$ cat src/rtl/combo_lock_pkg.sv
package combo_lock_pkg;

    // State encoding is part of the behaviour: count/unlock decode from it.
    typedef enum logic [2:0] {
        ST_IDLE  = 3'b000,
        ST_OK1   = 3'b001,
        ST_OK2   = 3'b010,
        ST_OPEN  = 3'b011,
        ST_MISS1 = 3'b100,
        ST_MISS2 = 3'b101
    } lock_state_e;

    typedef enum logic [1:0] {
        KEY_NONE = 2'd0,
        KEY_A    = 2'd1,
        KEY_B    = 2'd2,
        KEY_BAD  = 2'd3
    } key_cls_e;

    typedef struct packed {
        lock_state_e state;
    } lock_regs_t;

    localparam lock_regs_t LOCK_REGS_RST = '{state: ST_IDLE};

endpackage

$ cat src/rtl/combo_key_decode.sv
module combo_key_decode
    import combo_lock_pkg::*;
(
    input  logic     key_vld,
    input  logic     key_a,
    input  logic     key_b,
    output key_cls_e key_cls
);
    always_comb begin
        if (!key_vld) begin
            key_cls = KEY_NONE;
        end else begin
            unique case ({key_a, key_b})
                2'b10:   key_cls = KEY_A;
                2'b01:   key_cls = KEY_B;
                default: key_cls = KEY_BAD;
            endcase
        end
    end
endmodule

$ cat src/rtl/combo_next_state.sv
module combo_next_state
    import combo_lock_pkg::*;
(
    input  lock_state_e cur,
    input  key_cls_e    key_cls,
    output lock_state_e nxt
);
    logic pressed;
    assign pressed = (key_cls != KEY_NONE);

    always_comb begin
        nxt = cur;
        unique case (cur)
            ST_IDLE: begin
                if (key_cls == KEY_B)  nxt = ST_OK1;
                else if (pressed)      nxt = ST_MISS1;
            end
            ST_OK1: begin
                if (key_cls == KEY_A)  nxt = ST_OK2;
                else if (pressed)      nxt = ST_MISS2;
            end
            ST_OK2: begin
                if (key_cls == KEY_B)  nxt = ST_OPEN;
                else if (pressed)      nxt = ST_IDLE;
            end
            ST_OPEN: begin
                nxt = ST_IDLE;
            end
            ST_MISS1: begin
                if (pressed)           nxt = ST_MISS2;
            end
            ST_MISS2: begin
                if (pressed)           nxt = ST_IDLE;
            end
            default: begin
                nxt = ST_IDLE;
            end
        endcase
    end
endmodule

$ cat src/rtl/combo_out_decode.sv
module combo_out_decode
    import combo_lock_pkg::*;
#(
    parameter int CNT_W = 2
) (
    input  lock_state_e      cur,
    output logic             unlock,
    output logic [CNT_W-1:0] key_count
);
    localparam logic [CNT_W-1:0] CNT_ONE   = CNT_W'(1);
    localparam logic [CNT_W-1:0] CNT_TWO   = CNT_W'(2);
    localparam logic [CNT_W-1:0] CNT_THREE = CNT_W'(3);

    always_comb begin
        unlock    = 1'b0;
        key_count = '0;
        unique case (cur)
            ST_IDLE:  key_count = '0;
            ST_OK1,
            ST_MISS1: key_count = CNT_ONE;
            ST_OK2,
            ST_MISS2: key_count = CNT_TWO;
            ST_OPEN: begin
                key_count = CNT_THREE;
                unlock    = 1'b1;
            end
            default:  key_count = '0;
        endcase
    end
endmodule

$ cat src/rtl/combo_lock_fsm.sv
module combo_lock_fsm
    import combo_lock_pkg::*;
#(
    parameter int CNT_W = 2
) (
    input  logic             clk,
    input  logic             rst,
    input  logic             key_vld,
    input  logic             key_a,
    input  logic             key_b,
    output logic             unlock,
    output logic [CNT_W-1:0] key_count
);
    lock_regs_t  r_d, r_q;
    key_cls_e    key_cls;
    lock_state_e state_nxt;

    combo_key_decode u_dec (
        .key_vld (key_vld),
        .key_a   (key_a),
        .key_b   (key_b),
        .key_cls (key_cls)
    );

    combo_next_state u_nxt (
        .cur     (r_q.state),
        .key_cls (key_cls),
        .nxt     (state_nxt)
    );

    always_comb begin
        r_d       = r_q;
        r_d.state = state_nxt;
    end

    always_ff @(posedge clk) begin
        if (rst) r_q <= LOCK_REGS_RST;
        else     r_q <= r_d;
    end

    combo_out_decode #(.CNT_W(CNT_W)) u_out (
        .cur       (r_q.state),
        .unlock    (unlock),
        .key_count (key_count)
    );
endmodule

$ cat config.mk
export PLATFORM = sky130hd
export DESIGN_NAME = combo_lock_fsm
export DESIGN_NICKNAME = d
export VERILOG_FILES = /design/src/rtl/combo_lock_pkg.sv /design/src/rtl/combo_key_decode.sv /design/src/rtl/combo_next_state.sv /design/src/rtl/combo_out_decode.sv /design/src/rtl/combo_lock_fsm.sv
export SDC_FILE = /design/constraint.sdc
export NUM_CORES = 1
export LEC_CHECK = 0
export BUFFER_PORTS_ARGS = -buffer_cell sky130_fd_sc_hd__buf_2
export CAP_MARGIN = 20
export CORE_AREA = 2 2 39 41
export CTS_BUF_LIST = sky130_fd_sc_hd__clkbuf_8
export DETAILED_ROUTE_END_ITERATION = 12
export DIE_AREA = 0 0 41 43
export PLACE_DENSITY_LB_ADDON = 0.3
export SETUP_SLACK_MARGIN = 0.5
export SLEW_MARGIN = 20
export SYNTH_ARGS = -nofsm -noshare
export SYNTH_HDL_FRONTEND = slang
export SYNTH_HIERARCHICAL = 1
export SYNTH_SLANG_ARGS = --single-unit
export TNS_END_PERCENT = 1
$ cat constraint.sdc
create_clock -name clk -period 1.5 [get_ports clk]
set_input_delay 0.15 -clock clk [delete_from_list [all_inputs] [get_ports clk]]
set_output_delay 0.15 -clock clk [all_outputs]
set_load 0.02 [all_outputs]
==> impl_metrics.py, run 1 <==
metrics = {
    "synth": {
        "postSynthCellCount": 30,
        "ys_ff_latch": 3,
        "syn_nets": 35,
        "netlist_area_sq_um": 240.2,
        "yosys_warnings": 6,
        "synth.distinct_cells": 19,
        "postSynthAreaPerCell_sq_um": 8.008,
        "yosysSeqAreaShare_pct": 25.00,
    },
    "die": {
        "io_pins": 8,
        "die_x_um": 41,
        "core_area_sq_mm": 0.001384,
        "fp.dieArea_sq_mm": 0.001763,
        "die_h_um": 43,
        "start_util_pct": 17.36,
        "rows": 14,
    },
    "setup_path": {
        "cp_max_fo": 6,
        "endpoint_kind": "output pin",
        "critPathKind": "flip-flop to output pin",
        "arrival_ps": 1010,
        "critPathLaunchType": "flip-flop",
        "path_cells": "mux2_4 > buf_6",
        "path_buf_inv": 1,
        "critPathTopFamily": "flip-flops",
        "cp.required_ps": 1350,
        "slowest_delay_ps": 360,
        "worst_path_max_delay_cell": "dfxtp_4",
    },
    "sta": {
        "post-route-period-util_pct": 77.38,
        "setup_ws_ps": 339.2,
        "finClkSkew_ps": 1.397,
        "max_freq_mhz": 861.5,
        "worst_slew_pin_slew_ps": 213.3,
        "timing.hold.ws_ps": 115.4,
        "rsz0062_at_grt": "yes",
        "setup_tns_ps": 0,
        "slew_viol_final": 0,
        "max-slew-margin-rel_pct": 85.70,
        "setup_violations": 0,
        "finalHoldViolations": 0,
        "finalCriticalPeriod_ps": 1161,
    },
    "clocking": {
        "cts.sinks": 3,
        "clk_path_buf_depth": 2,
        "cts_max_level": 1,
        "postCtsHoldBufs": 0,
        "numCtsBuffers": 3,
        "cts.reportedPaths.clkPinSlew_ps": 30,
        "cts_tree": "done",
        "root_buffer": "clkbuf_8",
        "clk_latency_ps": 220,
    },
    "final_layout": {
        "largest_registers": "r_q x3",
        "final_cell_area_sq_um": 410.4,
        "syn_to_final_growth_pct": 70.83,
        "instances_no_fill": 63,
        "fill_cells": 152,
        "antenna_cells": 0,
        "final_core_util_pct": 29.66,
        "final_nets": 53,
        "largest_reg_flops": 3,
        "drive_gt1_share_pct": 57.45,
        "largest-register": "r_q",
    },
    "grt": {
        "overflow": 0,
        "grt_pass1_vias": 216,
        "antenna_found_initial": 0,
        "grt_usage_pct": 7.315,
        "grt_pass1_wl_um": 869,
        "grt_max_degree": 7,
    },
    "power": {
        "p_switching_mw": 0.1094,
        "power_density_mw_per_mm2": 1045,
        "power_mw": 0.4290,
        "power.internal_mw": 0.3196,
        "swShare_pct": 25.49,
        "leakagePower_nw": 0.1880,
        "pwr-share-seq_pct": 22.3,
        "peakVddDrop_mv": 0.2392,
        "p_clk_share_pct": 53.5,
        "power_frac_comb_pct": 24.2,
    },
    "detailed_routing": {
        "via_per_inst": 4.238,
        "first_pass_iters": 3,
        "wl_per_cell_um": 8.778,
        "drt_wl_total_um": 553,
        "wl_met1_um": 266,
        "drt_iter0_markers": 6,
        "highest_layer": "met3",
        "drc": 0,
        "dr_wl_met2_um": 272,
        "vias": 267,
        "ant_nets": 0,
        "route.met3.wl_um": 14,
    },
    "placement": {
        "place_area_sq_um": 304.0,
        "dp.cells": 53,
        "post-place-ws_ps": 333.5,
        "io_buffers": 7,
        "gp_congestion": 0.7411,
    },
    "min_path": {
        "hp-class": "input port to flip-flop",
    },
    "outcome": {
        "status": "completed",
    },
    "job": {
        "maxCapViolations": 0,
    },
}
==> path summary, 6_finish.rpt <==
| kind | slack, ps | depth (start not counted) | start | endpoint |
|---|---|---|---|---|
| min reg2reg | 660 | 3 | r_q[2]$_SDFF_PP0_ | r_q[1]$_SDFF_PP0_ |
| max | 340 | 2 | r_q[2]$_SDFF_PP0_ | key_count[0] |
| min | 120 | 2 | rst | r_q[1]$_SDFF_PP0_ |
| max reg2reg | 410 | 5 | r_q[1]$_SDFF_PP0_ | r_q[0]$_SDFF_PP0_ |
==> power by group through the flow <==
stage               sequential, mW  clock [mW]  combinational, mW
floorplan                    0.101           0             0.0547
global placement             0.105           0             0.0709
global route                0.0974       0.246              0.112
detailed placement           0.106           0             0.0717
finish                      0.0957       0.229              0.104
CTS                         0.0957       0.235              0.104
==> cells in the final DEF, fill, tap and decap left out, types with 2 or more instances in the layout <==
cell      n
buf_2     6
buf_4     6
nor2b_1   3
clkbuf_8  3
dfxtp_4   3
nor2_1    3
a21oi_1   3
inv_1     2
o21ai_0   2
nand2_1   2
==> worst reg2reg max path, cell delays in order (launching register included) <==
cell	delay (ps)
dfxtp_4	350
buf_4	150
a211oi_1	200
o21ai_0	110
o21ai_1	80
nor2b_1	140
==> final cells by class <==
cell class | count | area, sq um | share of cell area, %
clock inverter | 1 | 3.754 | 0.9146
sequential | 3 | 71.32 | 17.38
timing repair buffer | 13 | 86.33 | 21.04
inverter | 2 | 7.507 | 1.829
clock buffer | 3 | 41.29 | 10.06
multi-input combinational | 25 | 180.2 | 43.90
tap | 16 | 20.02 | 4.878
==> cells by family after synthesis <==
kind of cell	share of synthesized area (%)
mux	10.42
buf+inv	3.126
simple gates	36.98
flops	25.00
compound gates	24.48
==> synth_stat cells <==
cell type | number | share of area (%)
a211oi_1 | 1 | 3.1
nor2b_2 | 1 | 3.6
mux2_4 | 1 | 6.2
nor3b_2 | 1 | 5.2
nor2b_1 | 3 | 7.8
a31oi_1 | 1 | 2.6
nor3b_1 | 1 | 3.1
nor2_1 | 3 | 4.7
inv_1 | 2 | 3.1
o21ai_0 | 2 | 4.2
nand2_1 | 2 | 3.1
mux2i_1 | 1 | 4.2
a21oi_1 | 3 | 6.2
and4bb_2 | 1 | 5.2
o21ai_1 | 1 | 2.1
dfxtp_1 | 3 | 25
a21boi_1 | 1 | 3.1
and3b_2 | 1 | 4.2
o21a_1 | 1 | 3.1
==> timing repair <==
action | CTS | global route
gates resized for setup | 7 | 0
setup buffers | 6 | 0
endpoints found under the setup margin | 6 | 6
==> routing by layer <==
layer	up-vias	GRT usage, %
met4	0	6.000
met5	-	0
met3	0	1.571
met2	6	9.688
met1	118	9.585
li1	143	-
Note: power is estimated with default switching activity, not from simulation.
==> run 2, diff against run 1 <==
- clock period: 1.5 -> 1.08 ns (I/O delays scaled with it)
==> run 2 against run 1 <==
Against the previous run: the flow now finishes with violations (negative setup slack); sequential power rose by 40%; utilization grew 3.3 points; final area up 11%; combinational power increased by 54%; sequential cell count unchanged; clock power rose by 37%; count of clock-buffer cells in the layout did not move; non-clock buffer count up 1; via count grew 2.6%; critical path type unchanged; critical endpoint unchanged; largest power group unchanged.
==> impl_metrics.py, run 2 (synthesized netlist as in run 1, its figures left out) <==
metrics = {
    "outcome": {
        "status": "finished, violations left",
        "violations": "negative setup slack",
    },
    "setup_path": {
        "rr_endpoint": "r_q[0]$_SDFF_PP0_",
        "cp.required_ps": 970,
        "rr_startpoint": "r_q[0]$_SDFF_PP0_",
        "critPathLaunchType": "flip-flop",
        "r2r_slack_ps": 0,
        "reg2reg_depth": 5,
        "arrival_ps": 1010,
        "endpoint_kind": "output pin",
        "critPathKind": "flip-flop to output pin",
        "cp_max_fo": 6,
    },
    "grt": {
        "overflow": 0,
        "grtUsageMet3_pct": 1.571,
        "grt_max_degree": 7,
        "grt_util_met2_pct": 10.31,
        "antenna_found_initial": 0,
        "grt_pass1_wl_um": 897,
        "use_met1_pct": 9.904,
        "grt_pass1_vias": 229,
        "top_usage_layer": "met2",
        "grt_usage_pct": 7.615,
    },
    "die": {
        "io_pins": 8,
        "die_h_um": 43,
        "fp.dieArea_sq_mm": 0.001763,
        "die_x_um": 41,
        "start_util_pct": 17.36,
        "core_area_sq_mm": 0.001384,
        "rows": 14,
    },
    "clocking": {
        "clk_path_buf_depth": 2,
        "root_buffer": "clkbuf_8",
        "clk_latency_ps": 210,
        "numCtsBuffers": 3,
        "cts_tree": "done",
        "cts.reportedPaths.clkPinSlew_ps": 30,
        "cts_max_level": 1,
        "cts.sinks": 3,
    },
    "final_layout": {
        "final_core_util_pct": 33.00,
        "largest_reg_flops": 3,
        "final_cell_mix": "buf_4 (6), buf_2 (4), buf_6 (4)",
        "fill_cells": 141,
        "instances_no_fill": 64,
        "drive_gt1_share_pct": 64.58,
        "antenna_cells": 0,
        "largest-register": "r_q",
        "final_cell_area_sq_um": 456.7,
        "final_nets": 54,
        "final_common_cell": "buf_4",
        "syn_to_final_growth_pct": 90.10,
        "largest_registers": "r_q x3",
    },
    "placement": {
        "dp.cells": 54,
        "io_buffers": 7,
        "gp_congestion": 0.6327,
        "place_area_sq_um": 316.6,
    },
    "sta": {
        "setup_ws_ps": -41.35,
        "post-route-period-util_pct": 103.8,
        "setup_violations": 1,
        "worst_slew_pin_slew_ps": 248.4,
        "max_freq_mhz": 891.8,
        "max-slew-margin-rel_pct": 83.34,
        "rsz0062_at_grt": "yes",
        "slew_viol_final": 0,
        "finalHoldViolations": 0,
        "setup_tns_ps": -41.35,
        "finalCriticalPeriod_ps": 1121,
        "finClkSkew_ps": 0.1190,
    },
    "min_path": {
        "hold_end": "r_q[0]$_SDFF_PP0_",
        "hp-class": "input port to flip-flop",
        "hp-start": "rst",
        "hold_path_depth": 2,
    },
    "detailed_routing": {
        "wl_per_cell_um": 8.953,
        "first_pass_iters": 2,
        "drt_iter0_markers": 2,
        "drt_wl_total_um": 573,
        "vias": 274,
        "drc": 0,
        "via_per_inst": 4.281,
        "ant_nets": 0,
    },
    "job": {
        "maxCapViolations": 0,
    },
    "power": {
        "power_density_mw_per_mm2": 1331,
        "peakVddDrop_mv": 0.7606,
        "power_mw": 0.6078,
        "leakagePower_nw": 0.2042,
    },
}
==> run 2: metal layers <==
layer | vias to the layer above | part of all wire [%]
li1 | 143 | -
met1 | 124 | 44
met2 | 5 | 50
met3 | 2 | 2.3
met4 | 0 | 2.8
met5 | - | 0
==> run 2: worst max-delay path by stage <==
| stage | endpoint | start | slack, ps |
|---|---|---|---|
| after floorplan | r_q[1]$_SDFF_PP0_ | key_b | 130 |
| after global placement | r_q[2]$_SDFF_PP0_ | key_a | -60 |
| after detailed placement | r_q[2]$_SDFF_PP0_ | key_a | -30 |
| after CTS | key_count[0] | r_q[2]$_SDFF_PP0_ | -50 |
| after global routing | key_count[0] | r_q[2]$_SDFF_PP0_ | -70 |
| final | key_count[0] | r_q[2]$_SDFF_PP0_ | -40 |
==> run 2: cell type report <==
cell class,instances,area [sq um],area share [%]
tap,16,20.02,4.384
inverter,2,7.507,1.644
clock buffer,3,41.29,9.041
multi-input combinational,25,202.7,44.38
timing repair buffer,14,110.1,24.11
sequential,3,71.32,15.62
clock inverter,1,3.754,0.8219
==> run 2: power by group <==
group / switching, mW / internal [mW] / total (mW)
combinational: 0.0679 / 0.0917 / 0.160
clock: 0.0719 / 0.242 / 0.314
sequential: 0.0147 / 0.120 / 0.134
==> run 2: through the flow <==
stage | hold slack, ps | setup WS, ps
after floorplan | 169.9 | 127.2
after global placement | 295.8 | -57.73
after detailed placement | 292.0 | -33.89
after CTS | 68.54 | -47.58
after global routing | 78.98 | -68.55
final | 75.94 | -41.35
==> run 2: worst max-delay path: stages, from the launching register on <==
cell	delay [ps]
dfxtp_4	370
mux2_4	300
buf_6	130
==> run 2: what timing repair did <==
item,CTS,global route
endpoints found under the setup margin,6,6
buffers inserted,5,1
pin swaps,0,1
hold buffers,0,0
gates resized for setup,11,4
